[src/rtl/irqtf_pkg.sv]
package irqtf_pkg;

  localparam int CNT_MAX_W = 8;

  typedef logic [CNT_MAX_W-1:0] cnt_t;

  typedef enum logic [1:0] {
    OP_ASSERT   = 2'd0,
    OP_DEASSERT = 2'd1,
    OP_PULSE    = 2'd2,
    OP_NONE     = 2'd3
  } pin_op_e;

  typedef struct packed {
    cnt_t nxt;
    logic set;
    logic clr;
    logic uflow;
  } pin_res_t;

  // Highest count representable in w bits
  function automatic cnt_t cnt_ceiling(int unsigned w);
    return cnt_t'((1 << w) - 1);
  endfunction

  // Effect of one event on a pin: next count and the strobe it produces
  function automatic pin_res_t pin_step(pin_op_e op, cnt_t cnt, cnt_t ceil, logic lvl);
    pin_res_t r;
    r.nxt   = cnt;
    r.set   = 1'b0;
    r.clr   = 1'b0;
    r.uflow = 1'b0;
    unique case (op)
      OP_ASSERT: begin
        if (cnt < ceil) r.nxt = cnt + cnt_t'(1);
        r.set = (cnt == '0) | lvl;
      end
      OP_DEASSERT: begin
        if (cnt == '0) begin
          r.uflow = 1'b1;
        end else begin
          r.nxt = cnt - cnt_t'(1);
          if (cnt == cnt_t'(1)) r.clr = lvl;
          else                  r.set = lvl;
        end
      end
      OP_PULSE: begin
        if (cnt == '0) begin
          r.set = ~lvl;
          r.clr = lvl;
        end else begin
          r.set = lvl;
        end
      end
      default: ;
    endcase
    return r;
  endfunction

endpackage

[src/rtl/irqtf_trig_reg.sv]
module irqtf_trig_reg #(
  parameter int NUM_CTL  = 2,
  parameter int PINS_PER = 8,
  localparam int NPINS   = NUM_CTL * PINS_PER,
  localparam int CTL_W   = (NUM_CTL > 1) ? $clog2(NUM_CTL) : 1,
  parameter logic [NPINS-1:0] LEVEL_OK = '1
) (
  input  logic                clk,
  input  logic                rst_n,
  input  logic                wr_en,
  input  logic [CTL_W-1:0]    wr_sel,
  input  logic [PINS_PER-1:0] wr_data,
  input  logic [CTL_W-1:0]    rd_sel,
  output logic [PINS_PER-1:0] rd_data,
  output logic [NPINS-1:0]    lvl
);

  logic [NPINS-1:0] lvl_q;

  always_ff @(posedge clk) begin
    if (!rst_n) begin
      lvl_q <= '0;
    end else if (wr_en) begin
      for (int k = 0; k < NUM_CTL; k++) begin
        if (wr_sel == CTL_W'(k))
          lvl_q[k*PINS_PER +: PINS_PER] <= wr_data & LEVEL_OK[k*PINS_PER +: PINS_PER];
      end
    end
  end

  always_comb begin
    rd_data = '0;
    for (int k = 0; k < NUM_CTL; k++) begin
      if (rd_sel == CTL_W'(k)) rd_data = lvl_q[k*PINS_PER +: PINS_PER];
    end
  end

  assign lvl = lvl_q;

  AST_TRIG_HOLDS: assert property (@(posedge clk) disable iff (!rst_n)
    !wr_en |=> $stable(lvl_q));

endmodule

[src/rtl/irqtf_event_decode.sv]
module irqtf_event_decode import irqtf_pkg::*; #(
  parameter int NUM_CTL  = 2,
  parameter int PINS_PER = 8,
  localparam int NPINS   = NUM_CTL * PINS_PER,
  localparam int PIN_W   = $clog2(NPINS)
) (
  input  logic               evt_valid,
  input  logic [PIN_W-1:0]   evt_pin,
  input  logic [1:0]         evt_op,
  input  logic [NUM_CTL-1:0] ctl_ready,
  output logic [NPINS-1:0]   hit,
  output pin_op_e            op
);

  assign op = pin_op_e'(evt_op);

  for (genvar i = 0; i < NPINS; i++) begin : g_hit
    assign hit[i] = evt_valid && (evt_pin == PIN_W'(i)) &&
                    ctl_ready[i / PINS_PER] && (op != OP_NONE);
  end

endmodule

[src/rtl/irqtf_pin_cell.sv]
module irqtf_pin_cell import irqtf_pkg::*; #(
  parameter int CNT_W = 3
) (
  input  logic    clk,
  input  logic    rst_n,
  input  logic    hit,
  input  pin_op_e op,
  input  logic    lvl,
  output logic    set_q,
  output logic    clr_q,
  output logic    uflow
);

  localparam cnt_t CEIL = cnt_ceiling(CNT_W);
  localparam logic [CNT_W:0] ONE = (CNT_W+1)'(1);

  logic [CNT_W-1:0] cnt_q;
  pin_res_t         res;

  always_comb res = pin_step(op, cnt_t'(cnt_q), CEIL, lvl);

  if (CNT_W < CNT_MAX_W) begin : g_spare
    logic spare_unused;
    assign spare_unused = ^res.nxt[CNT_MAX_W-1:CNT_W];
  end

  assign uflow = hit & res.uflow;

  always_ff @(posedge clk) begin
    if (!rst_n) begin
      cnt_q <= '0;
      set_q <= 1'b0;
      clr_q <= 1'b0;
    end else begin
      set_q <= hit & res.set;
      clr_q <= hit & res.clr;
      if (hit) cnt_q <= res.nxt[CNT_W-1:0];
    end
  end

  AST_RISE_SETS: assert property (@(posedge clk) disable iff (!rst_n)
    (hit && op == OP_ASSERT && cnt_q == '0) |=> (set_q && cnt_q == CNT_W'(1)));

  AST_CLR_NEEDS_LEVEL: assert property (@(posedge clk) disable iff (!rst_n)
    clr_q |-> $past(lvl));

  AST_IDLE_QUIET: assert property (@(posedge clk) disable iff (!rst_n)
    !hit |=> (!set_q && !clr_q && $stable(cnt_q)));

  AST_STEP_ONE: assert property (@(posedge clk) disable iff (!rst_n)
    ({1'b0, cnt_q} == {1'b0, $past(cnt_q)}) ||
    ({1'b0, cnt_q} == {1'b0, $past(cnt_q)} + ONE) ||
    ({1'b0, cnt_q} + ONE == {1'b0, $past(cnt_q)}));

  AST_UFLOW_FLOOR: assert property (@(posedge clk) disable iff (!rst_n)
    uflow |=> (cnt_q == '0 && !set_q && !clr_q));

endmodule

[src/rtl/irq_trigger_front.sv]
module irq_trigger_front import irqtf_pkg::*; #(
  parameter int NUM_CTL  = 2,
  parameter int PINS_PER = 8,
  parameter int CNT_W    = 3,
  localparam int NPINS   = NUM_CTL * PINS_PER,
  localparam int PIN_W   = $clog2(NPINS),
  localparam int CTL_W   = (NUM_CTL > 1) ? $clog2(NUM_CTL) : 1,
  parameter logic [NPINS-1:0] LEVEL_OK = 16'hDEF8
) (
  input  logic                clk,
  input  logic                rst_n,
  input  logic [NUM_CTL-1:0]  ctl_ready,
  input  logic                evt_valid,
  input  logic [PIN_W-1:0]    evt_pin,
  input  logic [1:0]          evt_op,
  input  logic                trig_wr_en,
  input  logic [CTL_W-1:0]    trig_wr_sel,
  input  logic [PINS_PER-1:0] trig_wr_data,
  input  logic [CTL_W-1:0]    trig_rd_sel,
  output logic [PINS_PER-1:0] trig_rd_data,
  output logic [NPINS-1:0]    req_set,
  output logic [NPINS-1:0]    req_clr,
  output logic                err_underflow
);

  logic [NPINS-1:0] lvl_vec;
  logic [NPINS-1:0] hit_vec;
  logic [NPINS-1:0] uflow_vec;
  pin_op_e          op_dec;
  logic             err_q;

  irqtf_trig_reg #(
    .NUM_CTL (NUM_CTL),
    .PINS_PER(PINS_PER),
    .LEVEL_OK(LEVEL_OK)
  ) u_trig (
    .clk    (clk),
    .rst_n  (rst_n),
    .wr_en  (trig_wr_en),
    .wr_sel (trig_wr_sel),
    .wr_data(trig_wr_data),
    .rd_sel (trig_rd_sel),
    .rd_data(trig_rd_data),
    .lvl    (lvl_vec)
  );

  irqtf_event_decode #(
    .NUM_CTL (NUM_CTL),
    .PINS_PER(PINS_PER)
  ) u_dec (
    .evt_valid(evt_valid),
    .evt_pin  (evt_pin),
    .evt_op   (evt_op),
    .ctl_ready(ctl_ready),
    .hit      (hit_vec),
    .op       (op_dec)
  );

  for (genvar i = 0; i < NPINS; i++) begin : g_pin
    irqtf_pin_cell #(.CNT_W(CNT_W)) u_cell (
      .clk  (clk),
      .rst_n(rst_n),
      .hit  (hit_vec[i]),
      .op   (op_dec),
      .lvl  (lvl_vec[i]),
      .set_q(req_set[i]),
      .clr_q(req_clr[i]),
      .uflow(uflow_vec[i])
    );
  end

  always_ff @(posedge clk) begin
    if (!rst_n) err_q <= 1'b0;
    else        err_q <= err_q | (|uflow_vec);
  end

  assign err_underflow = err_q;

  AST_ERR_STICKY: assert property (@(posedge clk) disable iff (!rst_n)
    err_underflow |=> err_underflow);

  AST_ONE_STROBE: assert property (@(posedge clk) disable iff (!rst_n)
    $onehot0(req_set | req_clr));

endmodule

[config.mk]
export PLATFORM = sky130hd
export DESIGN_NAME = irq_trigger_front
export DESIGN_NICKNAME = d
export VERILOG_FILES = /design/src/rtl/irqtf_pkg.sv /design/src/rtl/irqtf_trig_reg.sv /design/src/rtl/irqtf_event_decode.sv /design/src/rtl/irqtf_pin_cell.sv /design/src/rtl/irq_trigger_front.sv
export SDC_FILE = /design/constraint.sdc
export NUM_CORES = 1
export LEC_CHECK = 0
export BUFFER_PORTS_ARGS = -buffer_cell sky130_fd_sc_hd__buf_2
export CORE_UTILIZATION = 55
export CTS_CLUSTER_DIAMETER = 120
export CTS_CLUSTER_SIZE = 20
export DETAILED_ROUTE_END_ITERATION = 16
export GPL_TIMING_DRIVEN = 1
export HOLD_SLACK_MARGIN = 0.02
export PLACE_DENSITY = 0.73
export SLEW_MARGIN = 10
export SYNTH_ARGS = -nofsm -noshare
export SYNTH_HDL_FRONTEND = slang
export SYNTH_SLANG_ARGS = --single-unit
export TNS_END_PERCENT = 5
[constraint.sdc]
create_clock -name clk -period 4.1 [get_ports clk]
set_clock_uncertainty 0.1 [all_clocks]
set_input_delay 0.205 -clock clk [delete_from_list [all_inputs] [get_ports clk]]
set_output_delay 0.205 -clock clk [all_outputs]
set_load 0.005 [all_outputs]
-- Yosys cells after proc, flatten, opt, wreduce, memory -nomap -nowiden
Cells that the tools add are included.
Widths: inputs -> output; s select.
- add/sub/neg operators: 32
- multipliers: 0
- div/mod/pow operators: 0
- magnitude comparators: 16
- equality and inequality tests: 61
- shift operators: 0
- multiplexer cells: 157
- bitwise operators: 72
- reductions and logical operators: 86
- operator list (operator ; count):
    $pmux 3 s2 ; 16
    $mux 1 ; 81
    $mux 5 ; 16
    $reduce_and 4->1 ; 16
    $add 3x1->3 const B ; 16
    $and 1x1->1 ; 48
    $logic_and 1x1->1 ; 48
    $logic_not 3->1 ; 16
    $lt 3x3->1 const B ; 16
    $mux 3 ; 16
    $pmux 1 s3 ; 16
    $sub 3x1->3 const B ; 16
    $ne 2x2->1 const B ; 17
    $eq 3x1->1 const B ; 11
    $eq 4x4->1 const B ; 8
    $ne 2x1->1 const B ; 16
    $pmux 1 s2 ; 11
    $eq 4x3->1 const B ; 4
    $reduce_or 16->1 ; 1
    $not 1->1 ; 12
    $or 1x1->1 ; 12
    $eq 4x2->1 const B ; 2
    $mux 8 ; 1
    $eq 4x1->1 const B ; 1
    other kinds (6) ; 7
- flip-flop bits (word level): 92
- bits in latches: 0
- memory bits (writable): 0
- ROM bits: 0
- input bits: 22
- output and inout port bits: 41
- memories kept: 0

-- Logic depth before layout (Yosys ltp)
- depth in word-level cells: 7
- gate-level depth with buffers: 10

-- Modules after synthesis
From an unflattened synthesis, not the netlist that was laid out.
- cell total of the unflattened synthesis: 1006
- area total of the unflattened synthesis: 8413.1 sq um
- by module, submodules not included (module ; instances ; cells each ; area each (sq um) ; seq. area each (sq um)):
    irqtf_pin_cell ; 16 ; 57 ; 476.7 ; 100.1
    irqtf_trig_reg ; 1 ; 60 ; 558.0 ; 220.2
    irqtf_event_decode ; 1 ; 27 ; 167.7 ; 0.0
    irq_trigger_front ; 1 ; 7 ; 60.1 ; 20.0

-- Least setup slack after synthesis
OpenSTA, ideal clock, no wires.
- kind: input -> register
- start point: in evt_op[1]
- end point: reg g_pin[13].u_cell.cnt_q[2]
- setup time: 0.115 ns
- arrival: 2.238 ns
- required time: 3.885 ns
- path slack: 1.647 ns
- stages: 10
- buffers on the path: 2
- cells stage by stage: inv_1 ha_1 buf_2 buf_4 inv_1 fa_1 xor2_1 a2111oi_2 xor2_1 and2_1
- cells in the longest elaborated chain, start to end: 3
- RTL lines (what ; RTL line ; text):
    from (decl) ; irq_trigger_front.sv:15 ; input logic [1:0] evt_op,
    $eq 2x1->1 (tied with other cells) ; irqtf_pkg.sv:33 ; unique case (op)
    $ne 2x2->1 (no source line) (tied with other cells) ; n/a ;
    $reduce_and 4->1 (no source line) ; n/a ;
    to (signal assigned) ; irqtf_pin_cell.sv:37 ; if (hit) cnt_q <= res.nxt[CNT_W-1:0];
    to (decl) ; irqtf_pin_cell.sv:17 ; logic [CNT_W-1:0] cnt_q;
Several ways; a longest one is shown, not always the timed one.
A chain may end at the register's enable or synchronous reset.

-- Worst setup path after layout
- start point: in evt_op[1]
- end point: reg g_pin[11].u_cell.cnt_q[1]
- cells in the longest elaborated chain, start to end: 3
- RTL lines (what ; RTL line):
    $eq 2x1->1 (tied with other cells) ; irqtf_pkg.sv:33
    $ne 2x2->1 (no source line) (tied with other cells) ; n/a
    $reduce_and 4->1 (no source line) ; n/a
    to (signal assigned) ; irqtf_pin_cell.sv:37
    to (decl) ; irqtf_pin_cell.sv:17
Several ways; a longest one is shown, not always the timed one.

==> metrics.md <==
| Metric | Value |
|---|---|
| Run status | complete, no violations |
| Post-synth ARST share | 0% |
| Vias in the first global route | 4804 |
| Critical path peak fanout | 35 |
| Die area | 11800 µm² |
| Post-synth EDFFs | 0 |
| Routed wl met2 | approximately 6.9 mm |
| Deepest clock path buffer count | 2 |
| Area of the core | roughly 11000 µm² |
| RSZ-0062 raised after global routing | false |
| Die height | 108 µm |
| Ports | 63 |
| First-pass iteration count of the detailed router | 5 |
| Syn Inst Count | 703 |
| Syn. warnings | 0 |
| Final instance area | 6720 µm² |
| Setup crit start kind | input port |
| Pwr dens | 296 nW/µm² |
| Tmin final | 2.49 ns |
| Root buf cell | clkbuf_16 |
| Critical path type | in2reg |
| Vias per Instance | around 5.8 |
| Crit path cell chain | buf_2 > inv_1 > ha_4 > buf_4 > nor2_1 > nor4b_1 > nand2_1 > a211o_1 > a21boi_1 |
| Placer Congestion | 0.841 |
| Routed len/inst | approximately 17 µm |
| Fillers | 960 |
| Crit path buf inv count | 3 |
| 1st-iter DRT viols | 332 |
| DRT met1 WL | just over 6 mm |
| TritonCTS clock tree | yes |
| Worst-path cell with the longest stage delay | nor4b_1 |
| Die width | between 100 and 150 µm |
| Tightest Hold Check Type | in2reg |
| Largest net degree at the start of global routing | 45 |
| Family with the most delay on the worst path | simple AND/OR/NAND/NOR gates |
| Library cells used by synthesis | 54 |
| Met3 routed WL | ~700 µm |
| Final ANT Viol Nets | 0 |
| CTS buffer count | 9 |
| Tcrit/Tclk final | 60.8% |
| Layout area overhead | 7.73% |
| Max layer used | met4 |
| Hold Vio Cnt, Final | 0 |
| Post-place instance area | ~6300 µm² |
| CTS H-tree lvls | 3 |
| GRT Util Overall | 25.4% |
| Clk slew on worst S/H paths | 0.06 ns |
| Max VDD drop | 411 µV |
| CP max stage delay | between 0.6 and 0.7 ns |
| Reg area | 1740 µm² |
| Ratio of cells with drive above 1 in the final layout | 14.8% |
| Number of antenna violations at the first check in global routing | 0 |
| Fin. max-slew vios | 0 |
| Net count, final | 813 |
| Flops & latches, synth | 87 |
| Crit path depth | 9 |
| Max Freq | 0.401 GHz |
| CP endpoint kind | register |
| Worst slew pin tran | 0.987 ns |
| Register area share after synthesis | 27.9% |
| CTS-repair resized insts | 0 |
| Multi-input gate area | 3860 µm² |
| Rel. slew slack | 34.2% |
| First-pass GRT wire length | 23.0 mm |
| Post-route DRC | 0 |
| Most frequently used flop master after synthesis | dfxtp_1 |
| Drt total wl | 14.3 mm |
| Number of clock sinks | 87 |
| N_diodes | 0 |
| Required time of the critical path | 4.28 ns |
| Synth area leaders | dfxtp_1 28%, ha_1 14%, mux2i_1 4.8% |
| Synth top cells by count | 87 x dfxtp_1, 70 x ha_1, 68 x inv_1 |
| Maxcap violations | 0 |
| Critical path data arrival time | 2.67 ns |
| FF-to-FF path depth | 7 |
| Syn Std Cell Area | 6230 µm² |
| Synth top area share | 27.9% |
| Leakage | 2.83 nW |
| Syn Area/Cell | 8.87 µm² |
| Starting Density | 57.0% |
| Count of input and output buffers | 55 |
| # rows | 38 |
| Setup TNS | 0 ns |
| Post-synth top area cell | dfxtp_1 |
| Final hold slack | 0.0441 ns |
| Setup violators final | 0 |
| Grt ovf | 0 |
| Dpl hpwl | 10.4 mm |
| Most common cell in the netlist | dfxtp_1 |
| Vias | 4982 |
| Hold Path Stages | 3 |
| Clock Latency Late Sink | approximately 0.35 ns |
-- cells in the final DEF (no fill, tap or decap), drive strengths merged, types with 5 or more instances in the layout --
master   count
dfxtp       87
ha          70
inv         68
buf         59
nand2       43
nor2        33
and2        32
mux2i       30
nor3        25
nor2b       22
nand3       22
a211oi      21
nand4       18
a22oi       17
xor2        17
xnor2       16
a21oi       13
clkbuf      13
o21bai      11
nor4        11
a2111oi     11
a21boi      10
nand2b       9
o21ai        7
conb         6
o211a        5
fa           5
-- cell type report --
class	count	area share [%]
clock inverter	3	1.34
timing repair buffer	63	5.14
clock buffer	13	3.73
sequential	87	25.9
multi-input combinational	487	57.5
tap	140	2.61
inverter	68	3.80
-- worst paths after layout --
path | startpoint | to | slack [ns]
worst max-delay path | evt_op[1] | g_pin[11].u_cell.cnt_q[1] | 1.61
worst min-delay path | trig_wr_data[3] | u_trig.lvl[11] | 0.04
worst max register to register | g_pin[5].u_cell.cnt_q[0] | g_pin[5].u_cell.set_q | 1.88
worst min register to register | err_underflow | err_underflow | 0.35
-- flip-flops by register name (all words and copies together) (netlist names) --
register and cells:
g_pin.u_cell.cnt_q 48, g_pin.u_cell.set_q 16, g_pin.u_cell.clr_q 11, u_trig.lvl 11, err_underflow 1
-- cells by family (layout without fill, tap and decap cells) --
| logic type | after synthesis | after routing | share of synthesized area (%) |
|---|---|---|---|
| other | 1 | 6 | 0.0601 |
| and+or+nand+nor | 228 | 228 | 19.7 |
| xor gates and xnor gates | 33 | 33 | 4.64 |
| AOI/OAI and AO/OA | 110 | 110 | 15.5 |
| buffers and inverters | 134 | 147 | 10.7 |
| DFF | 87 | 87 | 27.9 |
| muxes | 35 | 35 | 5.90 |
| adders and majority gates | 75 | 75 | 15.7 |
-- through the flow --
step	worst slack [ns]	power, mW	cells	util, %
4_1_cts	1.68	2.01	861	61.4
3_3_place_gp	1.36	1.05	841	57.9
5_1_grt	1.46	2.06	861	61.4
2_1_floorplan	1.65	1.01	708	-
6_report	1.61	1.99	861	61.4
3_5_place_dp	1.31	1.06	841	57.9
-- layer usage --
layer,track usage (%),up-vias
met4,13.6,0
met3,4.58,45
met2,43.4,148
met1,30.1,2372
met5,0,-
li1,-,2417
-- worst register-to-register path, cell delays in order, from the launching register on --
cell and delay (ns):
dfxtp_1 0.34, inv_1 0.12, ha_1 0.24, nor2b_1 0.45, inv_1 0.10, ha_1 0.31, a222oi_1 0.35, nor3_1 0.09
-- report_power, final --
part / leakage (nW) / switching (mW) / internal (mW)
Combinational: 1.96 / 0.121 / 0.0637
Sequential: 0.702 / 0.00880 / 0.852
Clock: 0.164 / 0.328 / 0.613
-- what timing repair did --
action,in CTS,in global routing
buffers inserted,0,0
setup endpoints to repair,0,0
hold buffers,4,0
endpoints found under the hold margin,4,0
Note: power is estimated with default switching activity, not from simulation.
